## src/rtl/segdec_pkg.sv

```systemverilog
package segdec_pkg;
  // Strobes from the control module to the datapath
  typedef struct packed {
    logic clearAll;  // force the code-0 state
    logic loadWord;  // capture the decoded word
  } ctrlStrobes_t;
endpackage

```

## src/rtl/segdecThermo.sv

```systemverilog
// Binary-to-thermometer decoder. INCLUSIVE picks the comparison:
// 1 -> line i is high when i <= field, 0 -> line i is high when i < field.
module segdecThermo #(
  parameter int FIELD_W   = 3,
  parameter bit INCLUSIVE = 1'b1,
  localparam int LINES    = 1 << FIELD_W,
  localparam int IDX_W    = FIELD_W + 1
) (
  input  logic [FIELD_W-1:0] field,
  output logic [LINES-1:0]   therm
);
  logic [IDX_W-1:0] fieldExt;
  assign fieldExt = {1'b0, field};

  for (genvar i = 0; i < LINES; i++) begin : gLine
    if (INCLUSIVE) begin : gIncl
      assign therm[i] = (IDX_W'(i) <= fieldExt);
    end else begin : gExcl
      assign therm[i] = (IDX_W'(i) < fieldExt);
    end
  end
endmodule

```

## src/rtl/segdecCell.sv

```systemverilog
// Local selection logic of one unit cell.
//   rowHere=1, rowNext=1 -> on, whatever the column
//   rowHere=1, rowNext=0 -> follows the column line
//   rowHere=0            -> off (rowNext is also 0 for a thermometer)
module segdecCell (
  input  logic rowHere,
  input  logic rowNext,
  input  logic colOn,
  output logic cellOn
);
  always_comb begin
    unique case ({rowHere, rowNext})
      2'b11:   cellOn = 1'b1;
      2'b10:   cellOn = colOn;
      default: cellOn = 1'b0;
    endcase
  end
endmodule

```

## src/rtl/segdecCtrl.sv

```systemverilog
module segdecCtrl
  import segdec_pkg::*;
(
  input  logic         rst,
  input  logic         sampleValid,
  output ctrlStrobes_t strobes
);
  always_comb begin
    strobes          = '0;
    strobes.clearAll = rst;
    strobes.loadWord = sampleValid & ~rst;
  end
endmodule

```

## src/rtl/segdecDatapath.sv

```systemverilog
module segdecDatapath
  import segdec_pkg::*;
#(
  parameter int ROW_BITS = 3,
  parameter int COL_BITS = 3,
  parameter int BIN_BITS = 2,
  localparam int ROWS    = 1 << ROW_BITS,
  localparam int COLS    = 1 << COL_BITS,
  localparam int CELLS   = ROWS * COLS,
  localparam int CODE_W  = ROW_BITS + COL_BITS + BIN_BITS,
  localparam int CNT_W   = ROW_BITS + COL_BITS
) (
  input  logic              clk,
  input  ctrlStrobes_t      strobes,
  input  logic [CODE_W-1:0] code,
  output logic [CELLS-1:0]  cellEn,
  output logic [BIN_BITS-1:0] binCtrl,
  output logic [CNT_W-1:0]  unitCount
);
  logic [ROW_BITS-1:0] rowField;
  logic [COL_BITS-1:0] colField;
  logic [BIN_BITS-1:0] binField;

  assign binField = code[BIN_BITS-1:0];
  assign colField = code[BIN_BITS +: COL_BITS];
  assign rowField = code[BIN_BITS+COL_BITS +: ROW_BITS];

  logic [ROWS-1:0] rowTherm;
  logic [ROWS:0]   rowLine;   // one extra line above the top row, tied low
  logic [COLS-1:0] colLine;

  segdecThermo #(.FIELD_W(ROW_BITS), .INCLUSIVE(1'b1)) uRowDec (
    .field (rowField),
    .therm (rowTherm)
  );

  segdecThermo #(.FIELD_W(COL_BITS), .INCLUSIVE(1'b0)) uColDec (
    .field (colField),
    .therm (colLine)
  );

  assign rowLine = {1'b0, rowTherm};

  logic [CELLS-1:0] cellNext;

  for (genvar r = 0; r < ROWS; r++) begin : gRow
    for (genvar c = 0; c < COLS; c++) begin : gCol
      segdecCell uCell (
        .rowHere (rowLine[r]),
        .rowNext (rowLine[r+1]),
        .colOn   (colLine[c]),
        .cellOn  (cellNext[r*COLS+c])
      );
    end
  end

  logic [CNT_W-1:0] countNext;
  always_comb begin
    countNext = '0;
    for (int k = 0; k < CELLS; k++) begin
      countNext = countNext + CNT_W'(cellNext[k]);
    end
  end

  always_ff @(posedge clk) begin
    if (strobes.clearAll) begin
      cellEn    <= '0;
      binCtrl   <= '0;
      unitCount <= '0;
    end else if (strobes.loadWord) begin
      cellEn    <= cellNext;
      binCtrl   <= binField;
      unitCount <= countNext;
    end
  end
endmodule

```

## src/rtl/segThermDecoder.sv

```systemverilog
module segThermDecoder
  import segdec_pkg::*;
#(
  parameter int ROW_BITS = 3,
  parameter int COL_BITS = 3,
  parameter int BIN_BITS = 2,
  localparam int CELLS   = (1 << ROW_BITS) * (1 << COL_BITS),
  localparam int CODE_W  = ROW_BITS + COL_BITS + BIN_BITS,
  localparam int CNT_W   = ROW_BITS + COL_BITS
) (
  input  logic                clk,
  input  logic                rst,
  input  logic                sampleValid,
  input  logic [CODE_W-1:0]   code,
  output logic [CELLS-1:0]    cellEn,
  output logic [BIN_BITS-1:0] binCtrl,
  output logic [CNT_W-1:0]    unitCount
);
  ctrlStrobes_t strobes;

  segdecCtrl uCtrl (
    .rst         (rst),
    .sampleValid (sampleValid),
    .strobes     (strobes)
  );

  segdecDatapath #(
    .ROW_BITS (ROW_BITS),
    .COL_BITS (COL_BITS),
    .BIN_BITS (BIN_BITS)
  ) uPath (
    .clk       (clk),
    .strobes   (strobes),
    .code      (code),
    .cellEn    (cellEn),
    .binCtrl   (binCtrl),
    .unitCount (unitCount)
  );
endmodule

```

## config.mk

```make
export PLATFORM = sky130hd
export DESIGN_NAME = segThermDecoder
export DESIGN_NICKNAME = d
export VERILOG_FILES = /design/src/rtl/segdec_pkg.sv /design/src/rtl/segdecThermo.sv /design/src/rtl/segdecCell.sv /design/src/rtl/segdecCtrl.sv /design/src/rtl/segdecDatapath.sv /design/src/rtl/segThermDecoder.sv
export SDC_FILE = /design/constraint.sdc
export NUM_CORES = 1
export LEC_CHECK = 0
export CAP_MARGIN = 10
export CELL_PAD_IN_SITES_DETAIL_PLACEMENT = 0
export CELL_PAD_IN_SITES_GLOBAL_PLACEMENT = 1
export CORE_MARGIN = 3
export CORE_UTILIZATION = 37
export DETAILED_ROUTE_END_ITERATION = 8
export PLACE_DENSITY = 0.74
export SYNTH_ARGS = -nofsm -noshare
export SYNTH_HDL_FRONTEND = slang
export SYNTH_SLANG_ARGS = --single-unit
```

## constraint.sdc

```tcl
create_clock -name clk -period 7.63 [get_ports clk]
set_input_delay 1.9075 -clock clk [delete_from_list [all_inputs] [get_ports clk]]
set_output_delay 1.9075 -clock clk [all_outputs]
set_load 0.05 [all_outputs]
```

Yosys cells after proc, flatten, opt, wreduce, memory -nomap -nowiden. Index checks and enable logic that the tools add are counted.

Logic and storage cells: 162. Input bits: 11. Bits in registers: 72.

Eq/ne operators: 14. Add/sub/neg operators: 63. Bitwise gates (word level): 2. Magnitude comparators: 16. Muxes and demuxes: 64.

Operator list (count): 6-bit by 1-bit adder with 6-bit output (62); 1-bit case mux with 2 select lines (56); 2-bit == test, second input constant (14); 3-bit <= comparator, first input constant (4); 3-bit < comparator, first input constant (4); 1-bit two-way mux (8); 1-bit by 3-bit <= comparator with 1-bit output, first input constant (2); 2-bit by 3-bit <= comparator with 1-bit output, first input constant (2); 1-bit by 3-bit < comparator with 1-bit output, first input constant (2); 2-bit by 3-bit < comparator with 1-bit output, first input constant (2); 1-bit by 1-bit adder with 2-bit output (1); 1-bit bitwise AND (1); 1-bit inverter (1).

Depth between registers and ports, before layout. Gate-level depths: netlist of the first run.

Depth in word-level cells: 66. Depth in mapped cells: 23.

Cells and area by module. From an unflattened synthesis of the first run, not the netlist that was laid out.

Cell total of the unflattened synthesis: 484. Area total of the unflattened synthesis: 4827.1 um^2.

By module, submodules not included: segdecDatapath (area each 4204.0 um^2, cells an instance 400, times used 1); segdecCell (area each 7.5 um^2, cells an instance 1, times used 64); segdecThermo at uPath.uColDec (area each 62.6 um^2, cells an instance 9, times used 1); segdecThermo at uPath.uRowDec (area each 58.8 um^2, cells an instance 9, times used 1); segdecCtrl (area each 21.3 um^2, cells an instance 2, times used 1).

Least setup slack after synthesis of the first run. Ideal clock, no wire load.

Path type: in2reg. Start: input code[3]. End: register uPath.unitCount[3]. Arrival: 8.154 ns. Buffers on the path: 1. Stages on the path: 23. Setup time: 0.106 ns. Setup slack: -0.630 ns. Required time: 7.524 ns. Cells stage by stage: buf_4 -> or4_4 -> nor2_1 -> inv_1 -> ha_1 -> inv_1 -> fa_1 -> fa_1 -> inv_1 -> fa_1 -> inv_1 -> fa_1 -> inv_1 -> fa_1 -> fa_1 -> fa_1 -> inv_1 -> fa_1 -> inv_1 -> ha_1 -> a211oi_1 -> or4_1 -> o311ai_0.

Word-level cells in the longest chain between the ends: 65.

Ends and longest elaborated chain: from (decl) (RTL line segThermDecoder.sv:14) `input logic [CODE_W-1:0] code,`; 1-bit by 3-bit < comparator with 1-bit output (RTL line segdecThermo.sv:19) `assign therm[i] = (IDX_W'(i) < fieldExt);`; 1-bit case mux with 2 select lines (RTL line segdecCell.sv:12) `unique case ({rowHere, rowNext})`; via uPath.gRow[0].gCol[1].uCell.cellOn (RTL line segdecCell.sv:9) `output logic cellOn`; 1-bit by 1-bit adder with 2-bit output (RTL line segdecDatapath.sv:61) `countNext = countNext + CNT_W'(cellNext[k]);`; 6-bit by 1-bit adder with 6-bit output (62 in a row) (RTL line segdecDatapath.sv:61); to (signal assigned) (RTL line segdecDatapath.sv:73) `unitCount <= countNext;`; to (decl) (RTL line segdecDatapath.sv:18) `output logic [CNT_W-1:0] unitCount`.

The timed path passes the listed nets, and every way through them passes these cells. A chain may end at the register's enable or synchronous reset.

Worst setup path in the final report of the first run.
Start: input code[3]. End: register uPath.unitCount[4].

Same word-level chain as after synthesis.

==> results.py, run 1 <==
metrics = {
    "run_status": {
        "status": "finished, violations left",
        "violations": "negative setup slack",
    },
    "placed_design": {
        "dp_hpwl_um": 10500,
        "globalplace.congestion": 0.958,
        "numPortBuffers": 81,
        "postPlaceCellArea_um2": 6340,
    },
    "finish": {
        "antennaDiodeCount": 0,
        "drive_gt1_share_pct": 25.2,
        "final_util_pct": 54.6,
        "syn_to_final_growth_pct": 40.5,
        "nets": 747,
        "design_area_um2": 6730,
    },
    "setup_path": {
        "crit_fanout": 3,
        "required_ns": 7.88,
        "critical_path_class": "in2reg",
        "worstSetupStartpointType": "input port",
        "end_kind": "register",
        "cp.arrival_ns": 8.13,
    },
    "clock_tree": {
        "cts_buffers": 9,
        "cts_max_level": 3,
        "cts_tree": "built",
        "clock_sinks": 71,
        "hold_buffers": 0,
        "clk_pin_slew_ns": 0.05,
        "clock-root-buffer": "clkbuf_16",
        "clk_latency_ns": 0.34,
        "cts_buffer_depth": 2,
    },
    "global_routing": {
        "grt.overflow.total": 0,
        "grt_max_degree": 77,
        "antenna_found_initial": 0,
        "grt_pass1_vias": 4155,
        "grt_pass1_wl_um": 21900,
        "grt_util_all_layers_pct": 19.4,
    },
    "floorplanning": {
        "fp.dieW_um": 120,
        "fp.dieH_um": 120,
        "rows": 40,
        "core-area_um2": 12300,
        "dieArea_um2": 14300,
        "initial_utilization_pct": 38.9,
        "io_pins": 83,
    },
    "yosys": {
        "syn_inst": 520,
        "ys_ff_latch": 71,
        "yosys-top-cells-area": "dfxtp_1, fa_1, inv_1",
        "synth_cell_type_count": 56,
        "syn_area_per_cell_um2": 9.21,
        "synth-seq-area-share_pct": 29.7,
        "synth_edf_count": 0,
        "postSynth.asyncResetShare_pct": 0,
        "synth_nets": 598,
        "yosysWarnings": 0,
        "ys.flop_type": "dfxtp_1",
        "yosys.area.top_type": "dfxtp_1",
        "syn_area_um2": 4790,
        "synth_top_area_share_pct": 29.7,
    },
    "timing": {
        "slew_headroom_pct": 48.1,
        "clock_skew_ns": 0,
        "worst_pin_slew_ns": 0.778,
        "period_share_pct": 103,
        "rsz0062_at_grt": "true",
        "max_freq_mhz": 127,
        "fin_tns_setup_ns": -0.650,
        "whs_ns": 0.467,
        "fin_crit_ns": 7.88,
        "setup_ws_ns": -0.253,
        "final-max-slew-violation-count": 0,
        "hold_viol": 0,
        "setup_viol": 5,
    },
    "detailed_routing": {
        "wl_met1_um": 5970,
        "first_pass_iters": 4,
        "met3_length_um": 735,
        "vias_per_cell": 4.88,
        "detail-route-antenna-nets": 0,
        "vias": 4109,
        "dr.first_iter.drc_count": 230,
        "wl_um": 13100,
        "top_layer": "met4",
        "wire_per_inst_um": 15.5,
        "remaining_drc_errors": 0,
        "wl_met2_um": 6170,
    },
    "hold_path": {
        "min-delay-path-class": "reg2reg",
    },
    "flow_run": {
        "max-cap-violations": 0,
    },
}
-- sequential cells by signal (all words and copies together) (netlist names) --
register	count
uPath.cellEn	63
uPath.unitCount	6
uPath.binCtrl	2
-- worst max-delay path, stage by stage --
cell and delay [ns]:
buf_6 0.10, or4_4 0.56, nor2_4 0.14, inv_2 0.05
ha_4 0.26, inv_2 0.03, fa_1 0.46, fa_1 0.51
inv_1 0.05, fa_1 0.49, inv_2 0.04, fa_1 0.51
fa_1 0.43, fa_1 0.53, fa_2 0.46, fa_1 0.50
inv_2 0.08, ha_4 0.13, inv_2 0.04, fa_2 0.36
nand2b_4 0.16, a211o_1 0.27, o311ai_2 0.07
-- per-stage QoR --
step                      setup WS (ns)  std cells
after floorplan                  -0.398        520
after global placement            -1.00        823
after detailed placement          -1.02        823
after CTS                        -0.372        842
after global routing             -0.468        842
final                            -0.253        842
-- path summary, 6_finish.rpt --
| kind | from | endpoint | slack [ns] | depth (start not counted) |
|---|---|---|---|---|
| max reg2reg | uPath.cellEn[51] | uPath.cellEn[51] | 6.85 | 3 |
| min | uPath.cellEn[54] | uPath.cellEn[54] | 0.47 | 2 |
| max | code[3] | uPath.unitCount[4] | -0.25 | 23 |
| min reg2reg | uPath.cellEn[54] | uPath.cellEn[54] | 0.47 | 2 |
-- metal layers --
metal  vias up  global-route usage, %
met4         0                   6.59
met5         -                      0
li1       2014                      -
met2       106                   29.7
met3        16                   4.57
met1      1973                   26.9
-- area by class of cell --
class / count / area, um^2
Clock buffer: 12 / 236
Tap cell: 168 / 210
Multi-Input combinational cell: 338 / 3010
Clock inverter: 4 / 22.5
Inverter: 67 / 251
Sequential cell: 71 / 1420
Fill cell: 1192 / 5580
Timing Repair Buffer: 182 / 1570
-- synth_stat cells, types with 10 or more instances --
| library cell | number |
|---|---|
| fa_1 | 53 |
| buf_2 | 17 |
| clkbuf_1 | 13 |
| nand2b_1 | 27 |
| inv_1 | 67 |
| nor2_1 | 60 |
| dfxtp_1 | 71 |
| mux2i_1 | 10 |
| ha_1 | 14 |
| a211oi_1 | 28 |
| nand2_1 | 15 |
| nand3_1 | 15 |
| a21oi_1 | 32 |
-- cells in the final DEF, fill, tap and decap left out, types with 3 or more instances in the layout --
cell	instances
nor2_1	58
clkdlybuf4s50_1	73
clkbuf_16	9
inv_1	58
fa_1	48
buf_4	98
a31oi_1	4
ha_4	4
nand2b_1	26
a21oi_1	28
nor3b_1	3
ha_1	10
a211oi_1	26
and2_1	6
mux2i_1	10
clkbuf_1	3
buf_2	3
nand2_1	15
o22ai_1	4
a21oi_2	4
o211ai_1	7
a21o_1	3
a311oi_1	3
or4_4	3
clkinv_2	3
inv_2	9
or2_2	3
dfxtp_1	71
buf_6	5
or3_4	3
o21ai_0	5
o21a_1	4
nand3_1	15
fa_2	5
-- cell families (layout without fill, tap and decap cells) --
logic type,count (synthesis),in the layout,share of synthesized area [%]
AOI/OAI and AO/OA,110,110,15.8
xor gates and xnor gates,1,1,0.183
adders and majority gates,67,67,25.8
buffers and inverters,111,265,10.4
DFF,71,71,29.7
muxes,10,10,2.09
other,1,1,0.0783
and+or+nand+nor,149,149,16.0
-- what timing repair did --
| item | 4_1_cts | 5_1_grt |
|---|---|---|
| pin swaps | 14 | 21 |
| endpoints found under the setup margin | 6 | 5 |
| setup buffers | 4 | 0 |
| resized for setup | 33 | 23 |
Power of run 1 is left out: the tool's default activity adds up to more than one toggle a clock period on the data nets, which glitch-free logic cannot reach.
==> inputs of run 2 (changes only) <==
--- a/config.mk
+++ b/config.mk
@@ -11,7 +11,9 @@
 export CORE_MARGIN = 3
 export CORE_UTILIZATION = 37
 export DETAILED_ROUTE_END_ITERATION = 8
+export GPL_TIMING_DRIVEN = 0
 export PLACE_DENSITY = 0.74
+export SETUP_SLACK_MARGIN = 0.3
 export SYNTH_ARGS = -nofsm -noshare
 export SYNTH_HDL_FRONTEND = slang
 export SYNTH_SLANG_ARGS = --single-unit
==> run 2 against run 1 <==
  * The flow still finishes with violations (negative setup slack)
  * Sequential cell count unchanged
  * Sequential share of layout area increased by 1.2 points
  * Cell count decreased by 5.5%
  * Die area unchanged
  * Non-clock buffer count decreased by 46
  * Clock skew unchanged
  * Core utilization decreased by 3.0 points
  * Worst setup slack got worse by 0.18 ns
  * Register-to-register slack about the same
==> results.py, run 2 (synthesis results as in run 1) <==
metrics = {
    "clock_tree": {
        "cts_buffer_depth": 2,
        "clk_latency_ns": 0.34,
        "cts_tree": "built",
        "clock-root-buffer": "clkbuf_16",
        "cts_max_level": 3,
        "clk_pin_slew_ns": 0.06,
        "cts_buffers": 9,
        "clock_sinks": 71,
    },
    "global_routing": {
        "grt_pass1_vias": 4066,
        "antenna_found_initial": 0,
        "grt_max_degree": 13,
        "grt_util_all_layers_pct": 21.1,
        "grt.overflow.total": 0,
        "grt_pass1_wl_um": 23000,
    },
    "placed_design": {
        "globalplace.congestion": 0.960,
        "dp.cells": 768,
        "post-place-ws_ns": -1.19,
        "postPlaceCellArea_um2": 5850,
        "numPortBuffers": 80,
        "dp_hpwl_um": 11500,
    },
    "setup_path": {
        "cp.arrival_ns": 8.29,
        "end_kind": "register",
        "worst_path_max_delay_cell": "or4_4",
        "crit_fanout": 4,
        "crit_path_max_incr_delay_ns": 0.53,
        "critPathMostFrequentCell": "fa_1",
        "critical_path_class": "in2reg",
        "worstSetupStartpointType": "input port",
        "required_ns": 7.86,
    },
    "timing": {
        "slew_headroom_pct": 60.6,
        "hold_viol": 0,
        "period_share_pct": 106,
        "rsz0062_at_grt": "true",
        "fin_crit_ns": 8.07,
        "setup_viol": 5,
        "max_freq_mhz": 124,
        "setup_ws_ns": -0.438,
        "clock_skew_ns": 0,
        "final-max-slew-violation-count": 0,
        "worst_pin_slew_ns": 0.591,
        "whs_ns": 0.468,
    },
    "detailed_routing": {
        "remaining_drc_errors": 0,
        "vias": 4118,
        "first_pass_iters": 5,
        "dr.first_iter.drc_count": 293,
        "detail-route-antenna-nets": 0,
        "wire_per_inst_um": 18.5,
        "vias_per_cell": 5.17,
        "wl_um": 14700,
    },
    "floorplanning": {
        "core-area_um2": 12300,
        "fp.dieH_um": 120,
        "initial_utilization_pct": 38.9,
        "dieArea_um2": 14300,
        "rows": 40,
        "fp.dieW_um": 120,
        "io_pins": 83,
    },
    "finish": {
        "drive_gt1_share_pct": 16.6,
        "nets": 701,
        "design_area_um2": 6350,
        "fillers": 1201,
        "finalNonFillerCells": 796,
        "antennaDiodeCount": 0,
        "final_common_cell": "clkdlybuf4s50_1",
        "top_regs": "uPath.cellEn: 63 flops, uPath.unitCount: 6 flops, uPath.binCtrl: 2 flops",
        "largest_reg_flops": 63,
        "top_register": "uPath.cellEn",
        "mostFrequentLayoutCells": "clkdlybuf4s50_1, dfxtp_1, inv_1",
        "syn_to_final_growth_pct": 32.7,
    },
    "hold_path": {
        "min-delay-path-class": "reg2reg",
    },
    "run_status": {
        "violations": "negative setup slack",
        "status": "finished, violations left",
    },
    "flow_run": {
        "max-cap-violations": 0,
    },
}
[run 2: routing by layer]
metal  wire, um  up-vias  GRT usage, %
li1           -     1923             -
met1       6680     2041          29.8
met2       6820      137          32.5
met3        919       17          4.34
met4        275        0          6.51
met5          0        -             0
[run 2: critical path, delay by kind of cell]
| kind | cells | cell delay, ns |
|---|---|---|
| adders and majority gates | 11 | 4.72 |
| and+or+nand+nor | 3 | 0.74 |
| buffers and inverters | 9 | 0.66 |
| muxes | 1 | 0.15 |
| xor gates and xnor gates | 1 | 0.14 |
[run 2: worst paths after layout]
path / end / depth (start not counted) / startpoint / slack [ns]
max reg2reg: uPath.cellEn[0] / 2 / uPath.cellEn[0] / 6.86
min: uPath.cellEn[49] / 2 / uPath.cellEn[49] / 0.47
min reg2reg: uPath.cellEn[49] / 2 / uPath.cellEn[49] / 0.47
max: uPath.unitCount[2] / 25 / code[3] / -0.44
[run 2: layout make-up]
| cell class | instances | area [um^2] | share of cell area [%] |
|---|---|---|---|
| inverter | 67 | 251 | 3.96 |
| tap | 168 | 210 | 3.31 |
| clock inverter | 4 | 76.3 | 1.20 |
| clock buffer | 12 | 267 | 4.19 |
| timing repair buffer | 92 | 872 | 13.7 |
| buffer | 44 | 260 | 4.10 |
| sequential | 71 | 1420 | 22.4 |
| multi-input combinational | 338 | 3000 | 47.1 |
[run 2: stage by stage]
step / setup TNS, ns / util, %
final: -1.72 / 51.6
after global routing: -2.54 / 51.6
after CTS: -1.72 / 51.1
after detailed placement: -6.08 / 47.6
after global placement: -6.02 / 47.6
after floorplan: -1.32 / -
[run 2: what timing repair did]
action | in CTS | in global routing
endpoints found under the setup margin | 6 | 6
pin swaps | 16 | 23
cloned | 0 | 0
hold buffers | 0 | 0
buffers inserted | 8 | 4
gates resized for setup | 31 | 17
Power of run 2 is left out for the same reason.
==> inputs of run 3 (changes only) <==
--- a/config.mk
+++ b/config.mk
@@ -6,13 +6,12 @@
 export NUM_CORES = 1
 export LEC_CHECK = 0
 export CAP_MARGIN = 10
-export CELL_PAD_IN_SITES_DETAIL_PLACEMENT = 0
-export CELL_PAD_IN_SITES_GLOBAL_PLACEMENT = 1
 export CORE_MARGIN = 3
-export CORE_UTILIZATION = 37
+export CORE_UTILIZATION = 58
 export DETAILED_ROUTE_END_ITERATION = 8
+export DONT_BUFFER_PORTS = 1
 export GPL_TIMING_DRIVEN = 0
-export PLACE_DENSITY = 0.74
+export PLACE_DENSITY = 0.73
 export SETUP_SLACK_MARGIN = 0.3
 export SYNTH_ARGS = -nofsm -noshare
 export SYNTH_HDL_FRONTEND = slang
==> run 3 against run 2 <==
  * Maximum frequency is 2.7% higher
  * Wire length decreased by 7.9%
  * First-iteration DRC count up 16%
  * Largest cell class unchanged
  * Die area is 35% lower
  * Clock skew is the same
  * Critical path type unchanged
  * Final area decreased by 17%
  * The flow still finishes with violations (negative setup slack)
  * Worst setup slack improved by 0.21 ns
  * Core utilization increased by 15 points
==> results.py, run 3 (synthesis results as in run 1) <==
metrics = {
    "run_status": {
        "status": "finished, violations left",
        "violations": "negative setup slack",
    },
    "global_routing": {
        "grt_pass1_vias": 3892,
        "grt_max_degree": 14,
        "grt_pass1_wl_um": 22100,
        "grt_util_all_layers_pct": 30.2,
        "grt.overflow.total": 0,
        "antenna_found_initial": 0,
    },
    "timing": {
        "final-max-slew-violation-count": 0,
        "fin_tns_setup_ns": -0.610,
        "period_share_pct": 103,
        "setup_ws_ns": -0.223,
        "worst_pin_slew_ns": 0.587,
        "rsz0062_at_grt": "true",
        "clock_skew_ns": 0,
        "hold_viol": 0,
        "max_freq_mhz": 127,
        "setup_viol": 5,
        "fin_crit_ns": 7.85,
        "slew_headroom_pct": 60.9,
    },
    "clock_tree": {
        "cts_buffers": 9,
        "clock-root-buffer": "clkbuf_8",
        "clk_pin_slew_ns": 0.08,
        "cts_max_level": 3,
        "clock_sinks": 71,
        "cts_tree": "built",
        "clk_latency_ns": 0.35,
        "cts_buffer_depth": 2,
    },
    "setup_path": {
        "reg2reg_slack_ns": 6.51,
        "cp_cell_sequence": "buf_6, or4_4, and2_1, fa_1, inv_1, fa_1, inv_1, fa_1, inv_1, fa_1, fa_1, fa_1, fa_2, fa_1, inv_2, ha_4, inv_2, fa_2, nand2b_4, a211o_1, o311ai_1",
        "end_kind": "register",
        "worst_path_max_delay_cell": "fa_2",
        "r2r-start": "uPath.cellEn[30]",
        "cp-endpoint": "uPath.unitCount[4]",
        "cp.arrival_ns": 8.11,
        "worstSetupStartpointType": "input port",
        "cp-startpoint": "code[4]",
        "critical_path_class": "in2reg",
        "r2r_cells": 2,
        "crit_path_max_incr_delay_ns": 0.63,
        "critPathMostFrequentCell": "fa_1",
        "crit_fanout": 10,
        "required_ns": 7.89,
        "worst_r2r_endpoint": "uPath.cellEn[30]",
    },
    "floorplanning": {
        "io_pins": 83,
        "dieArea_um2": 9380,
        "core-area_um2": 7890,
        "initial_utilization_pct": 60.7,
        "rows": 32,
        "fp.dieH_um": 96.9,
        "fp.dieW_um": 96.9,
    },
    "finish": {
        "largest_reg_flops": 63,
        "design_area_um2": 5280,
        "nets": 615,
        "top_register": "uPath.cellEn",
        "drive_gt1_share_pct": 16.2,
        "top_regs": "uPath.cellEn: 63 flops, uPath.unitCount: 6 flops, uPath.binCtrl: 2 flops",
        "antennaDiodeCount": 0,
        "final_util_pct": 67.0,
        "syn_to_final_growth_pct": 10.3,
        "final_common_cell": "dfxtp_1",
        "mostFrequentLayoutCells": "dfxtp_1, inv_1, nor2_1",
    },
    "placed_design": {
        "post-place-ws_ns": -0.731,
        "globalplace.congestion": 0.978,
        "postPlaceCellArea_um2": 4970,
        "numPortBuffers": 0,
        "dp_hpwl_um": 10500,
    },
    "flow_run": {
        "max-cap-violations": 0,
    },
    "detailed_routing": {
        "vias": 3784,
        "vias_per_cell": 5.88,
        "first_pass_iters": 5,
        "remaining_drc_errors": 0,
        "wire_per_inst_um": 21.0,
        "dr.first_iter.drc_count": 341,
        "wl_um": 13500,
        "detail-route-antenna-nets": 0,
    },
    "hold_path": {
        "min-delay-path-class": "reg2reg",
    },
}
[run 3: cell count changes in the layout (fill, tap and decap cells not counted), sizes merged]
cell,change
clkdlybuf4s50,-75
buf,-11
inv,+2
bufinv,-1
clkbuf,-1
[run 3: layout make-up]
class                      count  area [um^2]
multi-input combinational    338         2970
fill                         660         2610
sequential                    71         1420
buffer                        44          262
inverter                      67          251
clock buffer                  11          141
tap                          102          128
clock inverter                 5         63.8
timing repair buffer           6         45.0
[run 3: worst min-delay path by stage]
| stage | from | depth (start not counted) | to |
|---|---|---|---|
| global placement | uPath.cellEn[58] | 2 | uPath.cellEn[58] |
| detailed placement | uPath.cellEn[61] | 2 | uPath.cellEn[61] |
| floorplan | uPath.cellEn[54] | 2 | uPath.cellEn[54] |
| finish | uPath.cellEn[58] | 2 | uPath.cellEn[58] |
| global route | uPath.cellEn[37] | 2 | uPath.cellEn[37] |
| CTS | uPath.cellEn[61] | 2 | uPath.cellEn[61] |
[run 3: per-stage QoR]
step	std cells	hold WS [ns]
CTS	642	0.727
finish	644	0.723
global placement	622	0.708
global route	644	0.746
detailed placement	622	0.713
floorplan	520	0.690
[run 3: what timing repair did]
item,in CTS,in global routing
pin swaps,5,1
gates resized for setup,11,6
setup buffers,4,2
hold buffers,0,0
endpoints found under the setup margin,6,6
[run 3: per-layer routing]
layer	vias to the layer above	track usage [%]	wire length, um
li1	1748	-	-
met1	1822	40.3	5550
met2	183	47.5	6360
met3	31	9.37	1270
met4	0	8.75	350
met5	-	0	0
[run 3: critical path: cells and delay by family]
kind / cells / cell delay, ns
buf+inv: 6 / 0.41
simple gates: 3 / 0.93
compound gates: 2 / 0.31
fa+ha+maj: 10 / 4.55
Power of run 3 is left out for the same reason.
